File: src/rtl/pot_pkg.sv
package pot_pkg;

    localparam int DEF_CNT_W = 6;

    // per-cycle qualified events derived from the control inputs
    typedef struct packed {
        logic start;    // new measurement begins this cycle
        logic track;    // tracking window open
        logic capture;  // take a sample this cycle
        logic commit;   // write-back opportunity this cycle
    } pot_evt_t;

    function automatic logic gt_u(input logic [31:0] a, input logic [31:0] b);
        return a > b;
    endfunction

endpackage

File: src/rtl/pot_ctrl.sv
module pot_ctrl (
    input  logic              clk,
    input  logic              meas_en,
    input  logic              cross_valid,
    input  logic              ref_rise,
    input  logic              ref_fall,
    output pot_pkg::pot_evt_t evt
);
    logic en_q;

    // delayed enable; follows the input even during reset so a start
    // is only seen on a genuine low-to-high transition
    always_ff @(posedge clk) begin
        en_q <= meas_en;
    end

    always_comb begin
        evt.start   = meas_en & ~en_q;
        evt.track   = meas_en & cross_valid & ~evt.start;
        evt.capture = evt.track & ref_rise;
        evt.commit  = evt.track & ref_fall;
    end
endmodule

File: src/rtl/pot_sample.sv
module pot_sample #(
    parameter int CNT_W = pot_pkg::DEF_CNT_W
) (
    input  logic              clk,
    input  logic              rst,
    input  pot_pkg::pot_evt_t evt,
    input  logic [CNT_W-1:0]  div_count,
    output logic [CNT_W-1:0]  smp_q,
    output logic              armed_q
);
    always_ff @(posedge clk) begin
        if (rst || evt.start) begin
            smp_q   <= '0;
            armed_q <= 1'b0;
        end else if (evt.capture) begin
            smp_q   <= div_count;
            armed_q <= 1'b1;
        end
    end
endmodule

File: src/rtl/pot_commit.sv
module pot_commit #(
    parameter int CNT_W = pot_pkg::DEF_CNT_W
) (
    input  logic              clk,
    input  logic              rst,
    input  pot_pkg::pot_evt_t evt,
    input  logic [CNT_W-1:0]  smp_q,
    input  logic              armed_q,
    output logic              new_max,
    output logic [CNT_W-1:0]  peak_q
);
    localparam int PADW = 32 - CNT_W;

    // compare has half a reference period to settle before the fall
    assign new_max = armed_q & pot_pkg::gt_u({{PADW{1'b0}}, smp_q},
                                             {{PADW{1'b0}}, peak_q});

    always_ff @(posedge clk) begin
        if (rst || evt.start) begin
            peak_q <= '0;
        end else if (evt.commit && new_max) begin
            peak_q <= smp_q;
        end
    end
endmodule

File: src/rtl/peak_overshoot_tracker.sv
module peak_overshoot_tracker #(
    parameter int CNT_W = pot_pkg::DEF_CNT_W
) (
    input  logic             clk,
    input  logic             rst,
    input  logic             meas_en,
    input  logic             cross_valid,
    input  logic             ref_rise,
    input  logic             ref_fall,
    input  logic [CNT_W-1:0] div_count,
    output logic [CNT_W-1:0] peak_out
);
    pot_pkg::pot_evt_t evt;
    logic [CNT_W-1:0]  smp_q;
    logic              armed_q;
    logic              new_max;

    pot_ctrl u_ctrl (
        .clk         (clk),
        .meas_en     (meas_en),
        .cross_valid (cross_valid),
        .ref_rise    (ref_rise),
        .ref_fall    (ref_fall),
        .evt         (evt)
    );

    pot_sample #(.CNT_W(CNT_W)) u_smp (
        .clk       (clk),
        .rst       (rst),
        .evt       (evt),
        .div_count (div_count),
        .smp_q     (smp_q),
        .armed_q   (armed_q)
    );

    pot_commit #(.CNT_W(CNT_W)) u_cmt (
        .clk     (clk),
        .rst     (rst),
        .evt     (evt),
        .smp_q   (smp_q),
        .armed_q (armed_q),
        .new_max (new_max),
        .peak_q  (peak_out)
    );
endmodule

File: config.mk
export PLATFORM = sky130hd
export DESIGN_NAME = peak_overshoot_tracker
export DESIGN_NICKNAME = d
export VERILOG_FILES = /design/src/rtl/pot_pkg.sv /design/src/rtl/pot_ctrl.sv /design/src/rtl/pot_sample.sv /design/src/rtl/pot_commit.sv /design/src/rtl/peak_overshoot_tracker.sv
export SDC_FILE = /design/constraint.sdc
export NUM_CORES = 1
export LEC_CHECK = 0
export BUFFER_PORTS_ARGS = -buffer_cell sky130_fd_sc_hd__buf_2
export CAP_MARGIN = 10
export CELL_PAD_IN_SITES_DETAIL_PLACEMENT = 1
export CELL_PAD_IN_SITES_GLOBAL_PLACEMENT = 1
export CORE_MARGIN = 3
export CORE_UTILIZATION = 36
export DETAILED_ROUTE_END_ITERATION = 8
export GPL_ROUTABILITY_DRIVEN = 0
export GPL_TIMING_DRIVEN = 0
export PLACE_DENSITY_LB_ADDON = 0.3
export SYNTH_ARGS = -nofsm -noshare
export SYNTH_HDL_FRONTEND = slang
export SYNTH_SLANG_ARGS = --single-unit
File: constraint.sdc
create_clock -name clk -period 1.9 [get_ports clk]
set_input_delay 0.285 -clock clk [delete_from_list [all_inputs] [get_ports clk]]
set_output_delay 0.285 -clock clk [all_outputs]
set_load 0.05 [all_outputs]
After elaboration in Yosys (flattened, before gate mapping)
Cells that the tools add are included.
{ "totals": {"regBits": 14, "input_bits": 12, "out_inout_bits": 6, "elab_cells": 15} }
{ "op_classes": {"order_cmp": 1, "bitwise_logic": 8, "n_reduce_logical": 2} }
{ "op_table": {"columns": ["operator", "count"], "rows": [
  ["$and 1x1->1", 6],
  ["$gt 6x6->1", 1],
  ["$not 1->1", 2],
  ["$logic_and 1x1->1", 1],
  ["$logic_or 1x1->1", 1]
]} }

Longest topological paths before layout
Gate-level depths: netlist (run 1).
{ "logic_depth": {"depth_word": 6, "ltp_mapped": 6, "ltp_nobuf": 6} }

Hierarchy
From an unflattened synthesis (run 1), not the netlist that was laid out.
{ "unflattened": {"cells_unflattened": 78, "hier_area_um2": 724.4} }
{ "by_module_without_submodules": {"columns": ["mod", "n_inst", "cells_each", "area_per_inst_um2", "seq_area_each_um2"], "rows": [
  ["pot_commit", 1, 49, 424.2, 120.1],
  ["pot_sample", 1, 24, 246.5, 140.1],
  ["pot_ctrl", 1, 5, 53.8, 20.0]
]} }

Worst setup path before layout (run 1)
OpenSTA, ideal clock, no wires.
{ "synth_timing": {"path_type": "register -> register", "from": "register u_cmt.peak_q[5]", "to": "register u_cmt.peak_q[0]", "setup_ps": 72, "arrival_ps": 1823, "required_ps": 1828, "path_slack_ps": 5, "path_stages_with_launch": 7, "path_buffers": 0, "period_less_slack_ps": 1895, "path_cell_list": "dfxtp_1 > inv_1 > ha_1 > nand4_1 > o21bai_1 > a31oi_4 > mux2i_1"} }
{ "synth_between": {"elab_chain_len": 3} }
{ "synth_lines": {"columns": ["element", "line", "rtl"], "rows": [
  ["start, declared", "pot_commit.sv:10", "output logic [CNT_W-1:0] peak_q"],
  ["start signal, assigned", "pot_commit.sv:22", "peak_q <= smp_q;"],
  ["$gt 6x6->1", "pot_pkg.sv:14", "return a > b;"],
  ["$and 1x1->1", "pot_commit.sv:15", "assign new_max = armed_q & pot_pkg::gt_u({{PADW{1'b0}}, smp_q},"],
  ["$logic_and 1x1->1", "pot_commit.sv:21", "end else if (evt.commit && new_max) begin"]
]} }
No other way between the ends.
A chain may end at the register's enable or synchronous reset.

Final worst setup path (run 1)
{ "layout_timing": {"from": "register u_cmt.peak_q[5]", "to": "register u_cmt.peak_q[3]"} }
The elaborated chain is that of the path after synthesis.

==> results of run 1 <==
## logic make-up after synthesis
kind of cell | Yosys count | share of synthesized area (%)
buf+inv | 9 | 4.96
compound gates | 13 | 13.8
flops | 14 | 41.2
mux | 6 | 8.82
fa+ha+maj | 6 | 11.0
simple gates | 33 | 20.2
## how the worst max path moves through the flow
stage                                      start                           end  slack [ns]  cells after the start
floorplan           u_cmt.peak_q[5]$_SDFFE_PP0P_  u_cmt.peak_q[0]$_SDFFE_PP0P_       0.005                      6
global placement    u_cmt.peak_q[5]$_SDFFE_PP0P_  u_cmt.peak_q[3]$_SDFFE_PP0P_        0.25                      6
detailed placement  u_cmt.peak_q[5]$_SDFFE_PP0P_  u_cmt.peak_q[3]$_SDFFE_PP0P_        0.20                      6
CTS                 u_cmt.peak_q[5]$_SDFFE_PP0P_  u_cmt.peak_q[3]$_SDFFE_PP0P_        0.20                      6
global route        u_cmt.peak_q[5]$_SDFFE_PP0P_  u_cmt.peak_q[1]$_SDFFE_PP0P_        0.06                      6
finish              u_cmt.peak_q[5]$_SDFFE_PP0P_  u_cmt.peak_q[3]$_SDFFE_PP0P_        0.23                      6
## routing by layer
layer | part of all wire (%) | track usage [%] | vias up | routed length, µm
met1 | 46 | 18.2 | 271 | 657
met5 | 0 | 0 | - | 0
li1 | - | - | 311 | -
met2 | 48 | 24.1 | 11 | 679
met3 | 5.0 | 3.93 | 2 | 71
met4 | 0.85 | 6.91 | 0 | 12
## final cells by class
class / count / area [µm²]
fillers: 248 / 931
multi-input cells: 58 / 367
flip-flops and latches: 14 / 280
repair buffers: 17 / 85.1
clock buffers: 4 / 36.3
well taps: 25 / 31.3
inverters: 7 / 26.3
plain buffers: 2 / 7.51
## sequential cells by signal, indices dropped and copies added (netlist names)
name           cells
u_cmt.peak_q       6
u_smp.smp_q        6
u_ctrl.en_q        1
u_smp.armed_q      1
## through the flow
step | hold WS [ns] | worst slack (ns) | std cells | area [µm²]
after CTS | 0.133 | 0.196 | 127 | 833
final | 0.144 | 0.231 | 127 | 833
after floorplan | 0.313 | 0.00498 | 81 | 681
after detailed placement | 0.432 | 0.205 | 123 | 797
after global placement | 0.422 | 0.246 | 123 | 797
after global routing | 0.115 | 0.0619 | 127 | 833
## worst max-delay path, stage by stage (launching register included)
cell and delay (ns):
dfxtp_1 0.35, inv_1 0.05, ha_1 0.31, nand4_1 0.11, o21bai_1 0.20, a31oi_4 0.35
mux2i_1 0.23
## cell usage after synthesis, drive strengths merged
library cell | n | area [µm²]
and3 | 1 | 7.51
ha | 6 | 75.1
dfxtp | 14 | 280
clkbuf | 2 | 7.51
a21oi | 8 | 40.0
mux2i | 6 | 60.1
nor2b | 1 | 6.26
a31oi | 1 | 21.3
a21o | 2 | 16.3
o21bai | 1 | 7.51
inv | 7 | 26.3
nand3 | 1 | 5.00
and2 | 1 | 7.51
o2111ai | 1 | 8.76
nor2 | 2 | 7.51
nand2 | 26 | 97.6
nand4 | 1 | 6.26
## power by group through the flow
stage          sequential, mW  clock [mW]  combinational (mW)
4_1_cts                 0.299       0.225              0.0385
6_report                0.299       0.216              0.0378
3_5_place_dp            0.306           0              0.0381
2_1_floorplan           0.305           0              0.0207
3_3_place_gp            0.306           0              0.0367
5_1_grt                 0.300       0.254              0.0430
==> impl_metrics.py, run 1 <==
metrics = {
    "worst_hold_path": {
        "hp-start": "meas_en",
        "hold_depth": 1,
        "hold_class": "in2reg",
        "holdPathEnd": "u_ctrl.en_q$_DFF_P_",
    },
    "timing": {
        "period_share_pct": 87.8,
        "period_needed_ns": 1.67,
        "max-slew-margin-rel_pct": 71.8,
        "rsz0062_at_grt": "no",
        "tns_ns": 0,
        "fmax_mhz": 599,
        "final_hold_viol_count": 0,
        "report.final.slew_viol_count": 0,
        "setup_violations": 0,
        "clock_skew_ns": 0.000997,
        "worst_pin_slew_ns": 0.423,
    },
    "finish": {
        "final_common_cell": "nand2_1",
        "final_core_util_pct": 47.2,
        "drive_gt1_share_pct": 24.5,
        "final_cell_mix": "nand2_1 (26), buf_2 (17), dfxtp_1 (14), a21oi_1 (8), inv_1 (7)",
        "antennaDiodeCount": 0,
        "area_growth_syn_to_layout_pct": 22.4,
        "nets": 121,
    },
    "setup_path": {
        "crit_fanout": 6,
        "crit_path_end_kind": "register",
        "setup.reg_to_reg.worst_slack_ns": 0.23,
        "critical_path_required_ns": 2.11,
        "r2r_end": "u_cmt.peak_q[3]$_SDFFE_PP0P_",
        "r2r_start": "u_cmt.peak_q[5]$_SDFFE_PP0P_",
        "ff2ff_path_depth": 6,
        "cp-start-kind": "register",
        "path_class": "reg2reg",
        "worstPathArrival_ns": 1.88,
    },
    "die": {
        "dieArea_mm2": 0.00245,
        "rows": 15,
        "die_w_um": 49.5,
        "die_height_um": 49.5,
        "core_area_mm2": 0.00176,
        "initial_core_util_pct": 38.6,
        "top_level_ports": 18,
    },
    "yosys": {
        "syn_area_per_cell_um2": 8.40,
        "syn_inst": 81,
        "netlist_area_um2": 681,
        "synth_nets": 99,
        "ys_seq_area_share_pct": 41.2,
        "yosysWarnings": 0,
        "ys_ff_latch": 14,
        "yosysUniqueCellTypes": 18,
    },
    "grt": {
        "track_usage_pct": 14.9,
        "grt_pass1_wl_um": 2790,
        "grt_overflow": 0,
        "antenna_found_initial": 0,
        "grt_max_degree": 11,
        "grt_pass1_vias": 629,
    },
    "placement": {
        "dp_hpwl_um": 1160,
        "portBuffers": 17,
    },
    "routing": {
        "drc": 0,
        "wirelength_um": 1420,
        "wl_per_cell_um": 11.2,
        "num_vias": 595,
        "via_per_inst": 4.69,
        "ant_nets": 0,
        "drtIter0Drc": 2,
        "first_pass_iters": 4,
    },
    "clock_tree": {
        "cts_buffers": 3,
        "cts.sinks": 14,
        "clk_path_buf_depth": 2,
        "post-cts-setup-buffer-count": 0,
        "clk_latency_ns": 0.28,
        "cts.hold.buffers_added": 0,
        "cts-htree-levels": 1,
        "cts_tree": "yes",
        "cts_resized": 0,
        "clkTransAtPathRegs_ns": 0.09,
        "cts-root-buf": "clkbuf_4",
    },
    "pwr": {
        "p_int_mw": 0.430,
        "power_density_mw_per_mm2": 663,
        "irDropWorstVdd_mv": 0.375,
        "switching_share_pct": 22.2,
        "power.switching_mw": 0.122,
        "p_total_mw": 0.552,
        "comb_power_share_pct": 6.8,
        "p_leak_nw": 0.340,
        "seq_power_share_pct": 54.1,
        "pwr-share-clk_pct": 39.0,
    },
    "status": {
        "run_status": "completed",
    },
    "job": {
        "max_cap_viol_count": 0,
    },
}
No activity file was read; power rests on OpenSTA's default activity.
==> inputs of run 2 (changes only) <==
--- a/config.mk
+++ b/config.mk
@@ -15,6 +15,7 @@
 export GPL_ROUTABILITY_DRIVEN = 0
 export GPL_TIMING_DRIVEN = 0
 export PLACE_DENSITY_LB_ADDON = 0.3
+export RECOVER_POWER = 100
 export SYNTH_ARGS = -nofsm -noshare
 export SYNTH_HDL_FRONTEND = slang
 export SYNTH_SLANG_ARGS = --single-unit
==> run 2 against run 1 <==
Combinational power is essentially flat; cell count is the same; sequential share of layout area grew 0.36 points; core utilization shrank 0.50 points; first-iteration DRC count shrank 50%; flip-flop and latch count is the same; critical path type unchanged; critical endpoint unchanged; maximum frequency is essentially flat; global-route usage is the same; die area is the same; clock skew is essentially flat; clock power is essentially flat.
==> impl_metrics.py, run 2 (synthesized netlist as in run 1, its figures left out) <==
metrics = {
    "finish": {
        "fillCellCount": 245,
        "nets": 121,
        "final_cell_mix": "nand2_1 (26), dfxtp_1 (14), buf_2 (10), clkbuf_1 (9), a21oi_1 (8)",
        "final_common_cell": "nand2_1",
        "area_growth_syn_to_layout_pct": 21.1,
        "antennaDiodeCount": 0,
        "largestRegisters": "u_cmt.peak_q: 6 flops, u_smp.smp_q: 6 flops",
        "drive_gt1_share_pct": 17.6,
    },
    "routing": {
        "num_vias": 594,
        "wirelength_um": 1430,
        "drc": 0,
        "ant_nets": 0,
        "drtIter0Drc": 1,
        "first_pass_iters": 4,
        "wl_per_cell_um": 11.2,
        "via_per_inst": 4.68,
    },
    "setup_path": {
        "r2r_start": "u_cmt.peak_q[5]$_SDFFE_PP0P_",
        "worstPathArrival_ns": 1.88,
        "setup.reg_to_reg.worst_slack_ns": 0.23,
        "crit_start": "u_cmt.peak_q[5]$_SDFFE_PP0P_",
        "path_class": "reg2reg",
        "cp-start-kind": "register",
        "crit_path_end_kind": "register",
        "crit_fanout": 6,
        "critical_path_required_ns": 2.11,
    },
    "pwr": {
        "p_leak_nw": 0.311,
        "irDropWorstVdd_mv": 0.375,
        "power_density_mw_per_mm2": 669,
        "p_total_mw": 0.552,
    },
    "timing": {
        "setup_violations": 0,
        "tns_ns": 0,
        "report.final.slew_viol_count": 0,
        "final_hold_viol_count": 0,
        "max-slew-margin-rel_pct": 59.0,
        "rsz0062_at_grt": "no",
        "worst_pin_slew_ns": 0.617,
        "clock_skew_ns": 0.000972,
        "period_needed_ns": 1.67,
        "period_share_pct": 87.9,
        "fmax_mhz": 599,
    },
    "die": {
        "top_level_ports": 18,
        "rows": 15,
        "die_w_um": 49.5,
        "initial_core_util_pct": 38.6,
        "core_area_mm2": 0.00176,
        "die_height_um": 49.5,
        "dieArea_mm2": 0.00245,
    },
    "grt": {
        "antenna_found_initial": 0,
        "grt_max_degree": 11,
        "grt_pass1_wl_um": 2790,
        "grt_overflow": 0,
        "track_usage_pct": 14.9,
        "grt_pass1_vias": 629,
    },
    "clock_tree": {
        "clk_path_buf_depth": 2,
        "cts_tree": "yes",
        "clk_latency_ns": 0.28,
        "cts_resized": 0,
        "clkTransAtPathRegs_ns": 0.09,
        "cts-htree-levels": 1,
        "cts.sinks": 14,
        "cts-root-buf": "clkbuf_4",
        "post-cts-setup-buffer-count": 0,
        "cts.hold.buffers_added": 0,
        "cts_buffers": 3,
    },
    "status": {
        "run_status": "completed",
    },
    "worst_hold_path": {
        "hp-start": "meas_en",
        "hold_class": "in2reg",
    },
    "placement": {
        "portBuffers": 17,
        "dp_hpwl_um": 1160,
    },
    "job": {
        "max_cap_viol_count": 0,
    },
}
==> run 2: cell types whose count changed in the layout (fill, tap and decap cells not counted), sizes merged <==
cell | before | now
buf | 17 | 10
clkbuf | 6 | 13
==> run 2: cell type report <==
class	instances	area [µm²]	area share (%)
multi-input cells	58	367	44.5
inverters	7	26.3	3.19
plain buffers	2	7.51	0.910
clock buffers	4	36.3	4.40
flip-flops and latches	14	280	34.0
repair buffers	17	76.3	9.26
well taps	25	31.3	3.79
==> run 2: final timing paths <==
kind         cells after the start                           end
max                              6  u_cmt.peak_q[3]$_SDFFE_PP0P_
min                              1           u_ctrl.en_q$_DFF_P_
max reg2reg                      6  u_cmt.peak_q[3]$_SDFFE_PP0P_
min reg2reg                      2  u_cmt.peak_q[5]$_SDFFE_PP0P_
==> run 2: layer usage <==
layer | part of all wire (%) | GRT usage, %
met2 | 47 | 24.1
met5 | 0 | 0
met1 | 47 | 18.2
met3 | 4.8 | 3.93
met4 | 0.84 | 6.91
==> run 2: where the power goes <==
group	total, mW	switching [mW]	internal, mW	leakage, nW
clock network	0.215	0.0987	0.117	0.0210
logic	0.0375	0.0212	0.0163	0.177
registers	0.299	0.00224	0.297	0.113
total	0.552	0.122	0.429	0.311
==> run 2: critical path, cell delays in order (launching register included) <==
cell      delay, ns
dfxtp_1        0.35
inv_1          0.05
ha_1           0.31
nand4_1        0.11
o21bai_1       0.20
a31oi_4        0.34
mux2i_1        0.23
==> run 2: metrics by stage <==
step | instance area (µm²) | hold WS (ns) | util [%] | worst slack, ns | cells
finish | 825 | 0.178 | 46.7 | 0.231 | 127
global route | 825 | 0.144 | 46.7 | 0.0597 | 127
CTS | 833 | 0.133 | 47.2 | 0.196 | 127
detailed placement | 797 | 0.432 | 45.2 | 0.205 | 123
global placement | 797 | 0.422 | 45.2 | 0.246 | 123
floorplan | 681 | 0.313 | - | 0.00498 | 81
==> inputs of run 3 (changes only) <==
--- a/config.mk
+++ b/config.mk
@@ -14,7 +14,7 @@
 export DETAILED_ROUTE_END_ITERATION = 8
 export GPL_ROUTABILITY_DRIVEN = 0
 export GPL_TIMING_DRIVEN = 0
-export PLACE_DENSITY_LB_ADDON = 0.3
+export PLACE_DENSITY = 0.75
 export RECOVER_POWER = 100
 export SYNTH_ARGS = -nofsm -noshare
 export SYNTH_HDL_FRONTEND = slang
==> run 3 against run 2 <==
Total power about the same; global-route usage down 1.3 points; first-iteration DRC count up 100%; routed wire length up 2.3%; clock-buffer cell count unchanged; critical path depth unchanged; clock skew about the same; sequential share of layout area unchanged; cell area unchanged; setup slack worse by 0.0025 ns; sequential power about the same; largest cell class unchanged.
==> impl_metrics.py, run 3 (synthesized netlist as in run 1, its figures left out) <==
metrics = {
    "grt": {
        "grt_max_degree": 11,
        "antenna_found_initial": 0,
        "track_usage_pct": 13.6,
        "grt_overflow": 0,
        "grt_pass1_vias": 572,
        "grt_pass1_wl_um": 2500,
    },
    "finish": {
        "fillCellCount": 237,
        "antennaDiodeCount": 0,
        "largestRegisters": "u_cmt.peak_q: 6 flops, u_smp.smp_q: 6 flops",
        "area_growth_syn_to_layout_pct": 21.1,
        "drive_gt1_share_pct": 17.6,
        "final_common_cell": "nand2_1",
        "final_cell_mix": "nand2_1 (26), dfxtp_1 (14), buf_2 (10), clkbuf_1 (9), a21oi_1 (8)",
        "multi_input_area_um2": 367,
        "seq_area_um2": 280,
        "nets": 121,
    },
    "die": {
        "die_height_um": 49.5,
        "rows": 15,
        "dieArea_mm2": 0.00245,
        "top_level_ports": 18,
        "initial_core_util_pct": 38.6,
        "die_w_um": 49.5,
        "core_area_mm2": 0.00176,
    },
    "pwr": {
        "power_density_mw_per_mm2": 668,
        "p_leak_nw": 0.311,
        "irDropWorstVdd_mv": 0.331,
    },
    "clock_tree": {
        "cts.sinks": 14,
        "cts_resized": 0,
        "cts.hold.buffers_added": 0,
        "clkTransAtPathRegs_ns": 0.09,
        "cts-root-buf": "clkbuf_4",
        "clk_path_buf_depth": 2,
        "post-cts-setup-buffer-count": 0,
        "cts_tree": "yes",
        "cts_buffers": 3,
        "clk_latency_ns": 0.28,
        "cts-htree-levels": 1,
    },
    "timing": {
        "setup_violations": 0,
        "final_hold_viol_count": 0,
        "rsz0062_at_grt": "no",
        "period_share_pct": 88.0,
        "max-slew-margin-rel_pct": 60.5,
        "layout_setup_ws_ns": 0.228,
        "report.final.slew_viol_count": 0,
        "tns_ns": 0,
        "fmax_mhz": 598,
        "period_needed_ns": 1.67,
        "worst_pin_slew_ns": 0.595,
        "clock_skew_ns": 0.00134,
    },
    "setup_path": {
        "crit_path_end_kind": "register",
        "cp-start-kind": "register",
        "path_class": "reg2reg",
        "crit_fanout": 6,
        "worstPathArrival_ns": 1.88,
        "critical_path_required_ns": 2.11,
    },
    "routing": {
        "drc": 0,
        "drtIter0Drc": 2,
        "via_per_inst": 4.68,
        "num_vias": 594,
        "wirelength_um": 1460,
        "ant_nets": 0,
        "first_pass_iters": 2,
        "wl_per_cell_um": 11.5,
    },
    "placement": {
        "place_ws_ns": 0.215,
        "portBuffers": 17,
        "dp_hpwl_um": 1190,
    },
    "status": {
        "run_status": "completed",
    },
    "worst_hold_path": {
        "hold_class": "in2reg",
    },
    "job": {
        "max_cap_viol_count": 0,
    },
}
==> run 3: worst paths after layout <==
check,from,to,slack [ns],cells after the start
min reg2reg,u_cmt.peak_q[5]$_SDFFE_PP0P_,u_cmt.peak_q[5]$_SDFFE_PP0P_,0.48,2
max reg2reg,u_cmt.peak_q[5]$_SDFFE_PP0P_,u_cmt.peak_q[0]$_SDFFE_PP0P_,0.23,6
max,u_cmt.peak_q[5]$_SDFFE_PP0P_,u_cmt.peak_q[0]$_SDFFE_PP0P_,0.23,6
min,meas_en,u_ctrl.en_q$_DFF_P_,0.17,1
==> run 3: layer usage <==
| metal | routed length [µm] | global-route usage (%) |
|---|---|---|
| met5 | 0 | 0 |
| met4 | 14 | 6.91 |
| met3 | 49 | 3.63 |
| met2 | 731 | 22.5 |
| met1 | 665 | 16.1 |
==> run 3: through the flow <==
stage / power (mW) / hold WS [ns] / cell area, µm² / instances / utilization [%]
2_1_floorplan: 0.326 / 0.313 / 681 / 81 / -
3_3_place_gp: 0.342 / 0.424 / 797 / 123 / 45.2
3_5_place_dp: 0.345 / 0.429 / 797 / 123 / 45.2
4_1_cts: 0.563 / 0.131 / 833 / 127 / 47.2
5_1_grt: 0.586 / 0.160 / 825 / 127 / 46.7
6_report: 0.551 / 0.167 / 825 / 127 / 46.7
==> run 3: cell type report <==
| cell class | instances | share of cell area [%] |
|---|---|---|
| Buffer | 2 | 0.910 |
| Clock buffer | 4 | 4.40 |
| Inverter | 7 | 3.19 |
| Multi-Input combinational cell | 58 | 44.5 |
| Sequential cell | 14 | 34.0 |
| Tap cell | 25 | 3.79 |
| Timing Repair Buffer | 17 | 9.26 |
==> run 3: worst max-delay path, stage by stage (launching register included) <==
cell,delay (ns)
dfxtp_1,0.35
inv_1,0.05
ha_1,0.32
nand4_1,0.12
o2111ai_1,0.21
a31oi_4,0.34
mux2i_1,0.21
==> run 3: where the power goes <==
| group | internal (mW) | leakage [nW] | total [mW] | switching [mW] |
|---|---|---|---|---|
| combinational | 0.0163 | 0.177 | 0.0378 | 0.0215 |
| clock | 0.116 | 0.0210 | 0.214 | 0.0977 |
| sequential | 0.297 | 0.113 | 0.299 | 0.00240 |
